## config.mk

```make
export PLATFORM = sky130hd
export DESIGN_NAME = room_occupancy_counter
export DESIGN_NICKNAME = d
export VERILOG_FILES = /design/src/rtl/occ_pkg.sv /design/src/rtl/occ_sync.sv /design/src/rtl/occ_door_fsm.sv /design/src/rtl/occ_updown.sv /design/src/rtl/occ_bin2bcd.sv /design/src/rtl/room_occupancy_counter.sv
export SDC_FILE = /design/constraint.sdc
export NUM_CORES = 1
export LEC_CHECK = 0
export BUFFER_PORTS_ARGS = -buffer_cell sky130_fd_sc_hd__buf_4
export CORE_MARGIN = 5
export CORE_UTILIZATION = 45
export DETAILED_ROUTE_END_ITERATION = 6
export HOLD_SLACK_MARGIN = 0.08
export PLACE_DENSITY = 0.72
export SYNTH_ARGS = -nofsm -noshare
export SYNTH_HDL_FRONTEND = slang
export SYNTH_SLANG_ARGS = --single-unit
```

## constraint.sdc

```tcl
create_clock -name clk -period 8.67 [get_ports clk]
set_input_delay 0.4335 -clock clk [delete_from_list [all_inputs] [get_ports clk]]
set_output_delay 0.4335 -clock clk [all_outputs]
set_load 0.01 [all_outputs]
```

## src/rtl/occ_pkg.sv

```systemverilog
package occ_pkg;

  typedef enum logic {
    DOOR_READY   = 1'b0,
    DOOR_BLOCKED = 1'b1
  } door_state_e;

  // Number of decimal digits needed for the largest value of a counter of the given width.
  function automatic int dec_digits(input int bits);
    longint v;
    int     n;
    v = (longint'(1) << bits) - 1;
    n = 0;
    do begin
      n++;
      v = v / 10;
    end while (v > 0);
    return n;
  endfunction

  // Segment pattern, bit 0 = a ... bit 6 = g, active high.
  function automatic logic [6:0] seg_encode(input logic [3:0] digit);
    logic [6:0] pat;
    case (digit)
      4'd0:    pat = 7'h3F;
      4'd1:    pat = 7'h06;
      4'd2:    pat = 7'h5B;
      4'd3:    pat = 7'h4F;
      4'd4:    pat = 7'h66;
      4'd5:    pat = 7'h6D;
      4'd6:    pat = 7'h7D;
      4'd7:    pat = 7'h07;
      4'd8:    pat = 7'h7F;
      4'd9:    pat = 7'h6F;
      default: pat = 7'h00;
    endcase
    return pat;
  endfunction

endpackage

```

## src/rtl/occ_sync.sv

```systemverilog
module occ_sync #(
  parameter int WIDTH  = 2,
  parameter int STAGES = 2
) (
  input  logic             clk,
  input  logic             rst_n,
  input  logic [WIDTH-1:0] d,
  output logic [WIDTH-1:0] q
);

  logic [WIDTH-1:0] stage_q [STAGES];

  generate
    for (genvar s = 0; s < STAGES; s++) begin : g_stage
      if (s == 0) begin : g_first
        always_ff @(posedge clk or negedge rst_n) begin
          if (!rst_n) stage_q[0] <= '1;
          else        stage_q[0] <= d;
        end
      end else begin : g_next
        always_ff @(posedge clk or negedge rst_n) begin
          if (!rst_n) stage_q[s] <= '1;
          else        stage_q[s] <= stage_q[s-1];
        end
      end
    end
  endgenerate

  assign q = stage_q[STAGES-1];

endmodule

```

## src/rtl/occ_door_fsm.sv

```systemverilog
module occ_door_fsm
  import occ_pkg::*;
(
  input  logic clk,
  input  logic rst_n,
  input  logic beam_clear,
  output logic pass_pulse
);

  door_state_e state_q;
  door_state_e state_d;

  always_comb begin
    state_d    = state_q;
    pass_pulse = 1'b0;
    case (state_q)
      DOOR_READY: begin
        if (!beam_clear) begin
          pass_pulse = 1'b1;
          state_d    = DOOR_BLOCKED;
        end
      end
      DOOR_BLOCKED: begin
        if (beam_clear) state_d = DOOR_READY;
      end
      default: state_d = DOOR_READY;
    endcase
  end

  always_ff @(posedge clk or negedge rst_n) begin
    if (!rst_n) state_q <= DOOR_READY;
    else        state_q <= state_d;
  end

endmodule

```

## src/rtl/occ_updown.sv

```systemverilog
module occ_updown #(
  parameter int COUNT_W = 8
) (
  input  logic               clk,
  input  logic               rst_n,
  input  logic               inc,
  input  logic               dec,
  output logic [COUNT_W-1:0] count
);

  localparam logic [COUNT_W-1:0] MAXV = {COUNT_W{1'b1}};

  logic [COUNT_W-1:0] count_q;
  logic [COUNT_W-1:0] count_d;
  logic               up_ok;
  logic               down_ok;
  logic               load_en;

  always_comb begin
    up_ok   = inc && !dec && (count_q != MAXV);
    down_ok = dec && !inc && (count_q != '0);
    load_en = up_ok || down_ok;
    count_d = count_q;
    if (up_ok)        count_d = count_q + COUNT_W'(1);
    else if (down_ok) count_d = count_q - COUNT_W'(1);
  end

  always_ff @(posedge clk or negedge rst_n) begin
    if (!rst_n)       count_q <= '0;
    else if (load_en) count_q <= count_d;
  end

  assign count = count_q;

endmodule

```

## src/rtl/occ_bin2bcd.sv

```systemverilog
module occ_bin2bcd #(
  parameter int BIN_W  = 8,
  parameter int DIGITS = 3
) (
  input  logic [BIN_W-1:0]    bin,
  output logic [4*DIGITS-1:0] bcd
);

  localparam int TOT_W = BIN_W + 4 * DIGITS;

  logic [TOT_W-1:0] work;

  always_comb begin
    work = '0;
    work[BIN_W-1:0] = bin;
    for (int i = 0; i < BIN_W; i++) begin
      for (int d = 0; d < DIGITS; d++) begin
        if (work[BIN_W + 4*d +: 4] >= 4'd5)
          work[BIN_W + 4*d +: 4] = work[BIN_W + 4*d +: 4] + 4'd3;
      end
      work = work << 1;
    end
    bcd = work[BIN_W +: 4*DIGITS];
  end

endmodule

```

## src/rtl/room_occupancy_counter.sv

```systemverilog
module room_occupancy_counter
  import occ_pkg::*;
#(
  parameter int COUNT_W     = 8,
  parameter int SYNC_STAGES = 2,
  parameter int DIGITS      = occ_pkg::dec_digits(COUNT_W)
) (
  input  logic                 clk,
  input  logic                 rst_n,
  input  logic                 entry_beam_n,
  input  logic                 exit_beam_n,
  output logic [COUNT_W-1:0]   occupancy,
  output logic [4*DIGITS-1:0]  occ_bcd,
  output logic [7*DIGITS-1:0]  occ_seg
);

  localparam int DOORS = 2;

  logic [DOORS-1:0] beam_sync;
  logic [DOORS-1:0] door_pulse;
  logic             entry_pulse;
  logic             exit_pulse;

  occ_sync #(
    .WIDTH  (DOORS),
    .STAGES (SYNC_STAGES)
  ) u_sync (
    .clk   (clk),
    .rst_n (rst_n),
    .d     ({exit_beam_n, entry_beam_n}),
    .q     (beam_sync)
  );

  generate
    for (genvar g = 0; g < DOORS; g++) begin : g_door
      occ_door_fsm u_fsm (
        .clk        (clk),
        .rst_n      (rst_n),
        .beam_clear (beam_sync[g]),
        .pass_pulse (door_pulse[g])
      );
    end
  endgenerate

  assign entry_pulse = door_pulse[0];
  assign exit_pulse  = door_pulse[1];

  occ_updown #(
    .COUNT_W (COUNT_W)
  ) u_count (
    .clk   (clk),
    .rst_n (rst_n),
    .inc   (entry_pulse),
    .dec   (exit_pulse),
    .count (occupancy)
  );

  occ_bin2bcd #(
    .BIN_W  (COUNT_W),
    .DIGITS (DIGITS)
  ) u_bcd (
    .bin (occupancy),
    .bcd (occ_bcd)
  );

  generate
    for (genvar k = 0; k < DIGITS; k++) begin : g_seg
      assign occ_seg[7*k +: 7] = seg_encode(occ_bcd[4*k +: 4]);
    end
  endgenerate

endmodule

```

After elaboration in Yosys (flattened, before gate mapping)
Memories as Yosys holds them, arrays and structs flattened. Index checks and enable logic that the tools add are counted.

Mux-type cells: 24. $add $sub $neg: 20. Magnitude comparators: 18. Reduce and logical (&&, ||, !) cells: 10. Equal/unequal tests: 1.

Operator list (count): $ge A4 B3 Y1 const B (15); $mux W4 (12); $add A4 B2 Y4 const B (11); $mux W3 (6); $mux W8 (2); $add A3 B2 Y3 const B (4); $add A8 B1 Y8 const B (1); $ne A8 B8 Y1 const B (1); $reduce_bool A8 Y1 (1); $sub A8 B1 Y8 const B (1); $add A1 B2 Y3 const B (2); $ge A1 B3 Y1 const B (2); $logic_and A1 B1 Y1 (4); $mux W1 (4); $add A1 B2 Y3 const AB (1); $ge A1 B3 Y1 const AB (1); $logic_not A1 Y1 (2); $reduce_and A2 Y1 (1); $reduce_bool A2 Y1 (1); $logic_or A1 B1 Y1 (1).

Output and inout bits: 41. Logic and storage cells: 81. Bits in read-only memories: 336. Input port bits: 4. Memories: 3. Register bits: 14.

Memory list: (no name shown) (words 16, bits a word 7, rd ports 1, clocked after memory_dff 0, wr ports 0, line occ_pkg.sv:24) `case (digit)`; (no name shown) (words 16, bits a word 7, rd ports 1, clocked after memory_dff 0, wr ports 0, line occ_pkg.sv:24); (no name shown) (words 16, bits a word 7, rd ports 1, clocked after memory_dff 0, wr ports 0, line occ_pkg.sv:24).

Depth between registers and ports, before layout
An unclocked memory read counts as a cell.

Depth in word-level cells: 15. Mapped depth: 31. Mapped depth without buffers: 30.

Cells and area by module
Synthesis repeated with hierarchy kept, for this count alone.

Cells, all modules: 299. Area, all modules: 2467.4 um^2.

By module, submodules not included: occ_bin2bcd (seq. area each 0.0 um^2, cells an instance 134, instances 1, area each 969.7 um^2); occ_updown (seq. area each 200.2 um^2, cells an instance 71, instances 1, area each 693.2 um^2); room_occupancy_counter (seq. area each 0.0 um^2, cells an instance 82, instances 1, area each 619.3 um^2); occ_sync (seq. area each 105.1 um^2, cells an instance 6, instances 1, area each 120.1 um^2); occ_door_fsm (seq. area each 25.0 um^2, cells an instance 3, instances 2, area each 32.5 um^2).

Worst setup path before layout
No wires, ideal clock.

Kind: register -> output. From: register u_count.count_q[5] (netlist: u_count.count[5]). To: output port occ_seg[12]. Data required time: 8236 ps. Path slack: 1961 ps. Arrival: 6275 ps. Buffers on the path: 1. Cell stages (with the launch flop): 28. Cell sequence: dfrtp_1 > inv_1 > ha_1 > inv_1 > ha_1 > buf_6 > a21oi_2 > xnor2_1 > ha_1 > and2b_2 > a211oi_2 > o2111ai_1 > ha_1 > and2b_2 > or4_4 > nand3_1 > xnor2_1 > ha_1 > or2b_2 > a311oi_4 > mux2i_2 > a21boi_0 > mux2i_1 > inv_1 > ha_1 > and2_1 > o21ai_0 > nand2_1.

Word-level cells in the longest chain between the ends: 11. Elaborated cells between the ends (all ways): 28. Classes of those cells: add/sub: 9; order compare: 9; mux: 9; memory: 1.

Ends and longest elaborated chain: start, declared (line occ_updown.sv:13) `logic [COUNT_W-1:0] count_q;`; start signal, assigned (line occ_updown.sv:30) `else if (load_en) count_q <= count_d;`; $add A4 B2 Y4 or $ge A4 B3 Y1 (tied branches) (line occ_bin2bcd.sv:19, occ_bin2bcd.sv:18); $mux W4 * (line occ_bin2bcd.sv:18) `if (work[BIN_W + 4*d +: 4] >= 4'd5)`; $add A4 B2 Y4 or $ge A4 B3 Y1 (tied branches) (line occ_bin2bcd.sv:19, occ_bin2bcd.sv:18); $mux W4 * (line occ_bin2bcd.sv:18); $add A4 B2 Y4 or $ge A4 B3 Y1 (tied branches) (line occ_bin2bcd.sv:19, occ_bin2bcd.sv:18); $mux W4 * (line occ_bin2bcd.sv:18); $ge A4 B3 Y1 or $add A4 B2 Y4 (tied branches) (line occ_bin2bcd.sv:18, occ_bin2bcd.sv:19); $mux W4 * (line occ_bin2bcd.sv:18); $add A4 B2 Y4 or $ge A4 B3 Y1 (tied branches) (line occ_bin2bcd.sv:19, occ_bin2bcd.sv:18); $mux W4 * (line occ_bin2bcd.sv:18); named net occ_bcd[4] (line room_occupancy_counter.sv:13) `output logic [4*DIGITS-1:0] occ_bcd,`; $mem_v2 Z16 W7 *; end, declared (line room_occupancy_counter.sv:14) `output logic [7*DIGITS-1:0] occ_seg`.

Mark *: on every way through the listed nets, which the timed path passes. The rest lies on a longest branch.

Final worst setup path
From: register u_count.count_q[5] (netlist: u_count.count[5]). To: output port occ_seg[12].

Word-level cells in the longest chain between the ends: 11. Elaborated cells between the ends (all ways): 28. Classes of those cells: add/sub: 9; order compare: 9; mux: 9; memory: 1.

Ends and longest elaborated chain (line): $add A4 B2 Y4 or $ge A4 B3 Y1 (tied branches) (occ_bin2bcd.sv:19, occ_bin2bcd.sv:18); $mux W4 * (occ_bin2bcd.sv:18); $add A4 B2 Y4 or $ge A4 B3 Y1 (tied branches) (occ_bin2bcd.sv:19, occ_bin2bcd.sv:18); $mux W4 (occ_bin2bcd.sv:18); $add A4 B2 Y4 or $ge A4 B3 Y1 (tied branches) (occ_bin2bcd.sv:19, occ_bin2bcd.sv:18); $mux W4 (occ_bin2bcd.sv:18); $add A4 B2 Y4 or $ge A4 B3 Y1 (tied branches) (occ_bin2bcd.sv:19, occ_bin2bcd.sv:18); $mux W4 (occ_bin2bcd.sv:18); $add A4 B2 Y4 or $ge A4 B3 Y1 (tied branches) (occ_bin2bcd.sv:19, occ_bin2bcd.sv:18); $mux W4 (occ_bin2bcd.sv:18); $mem_v2 Z16 W7 *.

Mark *: on every way between the ends. The rest lies on a longest branch, timed or not.

==> summary.md <==
| Metric | Value |
|---|---|
| Outcome | `finished, final reports clean` |
| Initial antenna violation count | `0` |
| Ys flop type | `dfrtp_1` |
| Die height | `78.1 um` |
| Final core occ | `55.4%` |
| Syn_area_per_cell | `8.39 um2` |
| Crit Path Max Fanout | `9` |
| CTS tree | `built` |
| Met1 usage | `17.1%` |
| Worst hold slack | `296 ps` |
| CP max-delay cell | `dfrtp_1` |
| Post-route ant nets | `0` |
| FF-to-FF setup slack | `5380 ps` |
| Largest family of logic cells by synthesized area | `compound AO/OA/AOI/OAI gates` |
| RR Startpoint | `u_count.count[7]` |
| Library cells used by synthesis | `61` |
| Multiplexer share of the synthesized area | `6.41%` |
| Vias in the first global route | `1733` |
| Hold path cells | `1` |
| Crit path DAT | `7180 ps` |
| R2R cell count | `11` |
| Post-synthesis xor/xnor area fraction | `6.65%` |
| Crit path kind | `reg2out` |
| TNS Setup | `0 ps` |
| YS warnings | `0` |
| Final Cycle Share | `87.8%` |
| Row Count | `24` |
| Setup violators final | `0` |
| DIE AREA | `6100 um2` |
| Placer Congestion | `0.869` |
| Post-CTS Setup Inserts | `0` |
| Yosys reg bits | `14` |
| HP Class | `in2reg` |
| N_diodes | `0` |
| Worst rel slew slack | `24.6%` |
| Post-synthesis cell count | `249` |
| Seq/Total Area, Yosys | `17.0%` |
| Via count | `1837` |
| DR pass1 iterations | `4` |
| TritonCTS Buffers | `3` |
| Most frequent cells in the layout | `41 x buf_4, 30 x ha_1, 28 x nor2_1, 25 x inv_1, 16 x a21oi_1` |
| Number of synthesized flops with an enable pin | `0` |
| GR Overflow Total | `0` |
| Core area | `4410 um2` |
| Element type at the critical path end | `output pin` |
| Slowest stage delay, CP | `500 ps` |
| Max-Cap Viols | `0` |
| Setup crit start | `u_count.count[5]` |
| PortBufs | `41` |
| Hold buffer count at cts | `1` |
| Adder-Cell Fraction of Synth Area | `18.9%` |
| Busiest grt layer | `met2` |
| Hpwl dp | `3.62 mm` |
| Ys async rst share | `100%` |
| Crit path top cell by count | `ha_1` |
| Post-Route Skew | `8.04 ps` |
| Compound-cell area share of the yosys netlist | `25.0%` |
| Reg clk slew, reported paths | `60 ps` |
| CTS Buffer Depth | `2` |
| Data required, critical path | `8240 ps` |
| Fmax | `131 MHz` |
| Die width | `78.1 um` |
| Worst r2r dst | `u_count.count[7]` |
| CP startpoint kind | `register` |
| Area Growth Syn to Fin | `17.2%` |
| Routing usage on met2 | `24.8%` |
| Fillers | `423` |
| Remaining DRCs | `0` |
| Total wire length | `4.47 mm` |
| Tot GR Track Use | `13.9%` |
| Avg WL per Cell | `13.2 um` |
| Worst Setup EP | `occ_seg[12]` |
| Syn Std Cell Area | `2090 um2` |
| Total clock sinks | `14` |
| Final #Nets | `322` |
| Met3 Track Usage GR | `1.03%` |
| Final hold vios | `0` |
| Final Max Slew Viols | `0` |
| Post-CTS Resized | `0` |
| Sequential cell area | `355 um2` |
| H-tree depth | `1` |
| Ratio of cells with drive above 1 in the final layout | `26.6%` |
| Initial DRC Count | `70` |
| Largest net degree at the start of global routing | `15` |
| First-pass GRT wire length | `7.38 mm` |
| Fin crit period | `7610 ps` |
| Commonest non-fill, non-tap cell in the layout | `buf_4` |
| Worst-margin pin slew | `1100 ps` |
| Vias per Instance | `5.43` |
| Initial Util | `47.3%` |
| Footprint of the multi-input gates | `1550 um2` |
| Simple-gate share of the synthesized area | `16.7%` |
| RSZ-0062 raised after global routing | `no` |
| Root buf cell | `clkbuf_8` |
| Worst skew pair latency | `250 ps` |
| IO Pins | `45` |
## state kept, by name, summed over array words and instances (netlist names)
register / count
u_sync.q: 2
u_sync.stage_q: 2
g_door.u_fsm.state_q: 2
u_count.count: 8
## stage by stage
stage / setup slack (ps) / instances / instance area (um2)
2_1_floorplan: 1960 / 250 / 2090
3_3_place_gp: 1470 / 333 / 2380
3_5_place_dp: 1370 / 333 / 2380
4_1_cts: 1060 / 338 / 2450
5_1_grt: 453 / 338 / 2450
6_report: 1060 / 338 / 2450
## cell usage after synthesis (all sizes together), types with 4 or more instances
cell    number  area share, %
mux2i        7            3.5
inv         27            5.0
dfstp        4            5.0
nor2        29            5.3
ha          30             18
o21bai       5            1.8
nor3         6            1.4
mux2         5            2.9
nand2        9            1.6
dfrtp       10             12
xnor2       13            5.8
nand4        6            1.8
a21o         5            1.9
o21ai       14            3.4
a21oi       18            4.7
buf          9            3.8
a211oi       5            2.3
## metal layers
metal	up-vias	share of wire, %
met5	-	0
met4	0	1.1
met3	6	3.1
met2	34	49
met1	846	47
li1	951	-
## worst max-delay path: cells and delay by family (launching register included)
kind / cells / cell delay, ps
mux: 2 / 790
flops: 1 / 500
compound gates: 6 / 1450
simple gates: 7 / 1610
xor+xnor: 2 / 530
fa+ha+maj: 6 / 1500
buf+inv: 4 / 520
## area by class of cell
cell class | instances | area share (%)
sequential | 14 | 14.5
multi-input combinational | 199 | 63.3
tap | 52 | 2.66
timing repair buffer | 42 | 13.0
clock buffer | 4 | 2.25
inverter | 27 | 4.24
## how the worst min path moves through the flow
stage                              end  slack [ps]        start
2_1_floorplan  g_door[0].u_fsm.state_q         140        rst_n
3_3_place_gp   g_door[1].u_fsm.state_q         290        rst_n
3_5_place_dp   g_door[1].u_fsm.state_q         290        rst_n
4_1_cts              u_sync.stage_q[3]         290  exit_beam_n
5_1_grt              u_sync.stage_q[3]         280  exit_beam_n
6_report             u_sync.stage_q[3]         300  exit_beam_n
## cells by family (layout without fill, tap and decap cells)
kind of cell / count (synthesis) / after routing
AND/OR/NAND/NOR: 69 / 69
XOR/XNOR: 15 / 15
adder cells (fa/ha/maj): 31 / 31
buffers and inverters: 37 / 73
other: 2 / 3
multiplexers: 12 / 12
AO/OA/AOI/OAI: 69 / 69
flip-flops: 14 / 14
Power is not shown: default switching activity piles up to over one toggle a cycle in this logic, so the estimate is an artifact.
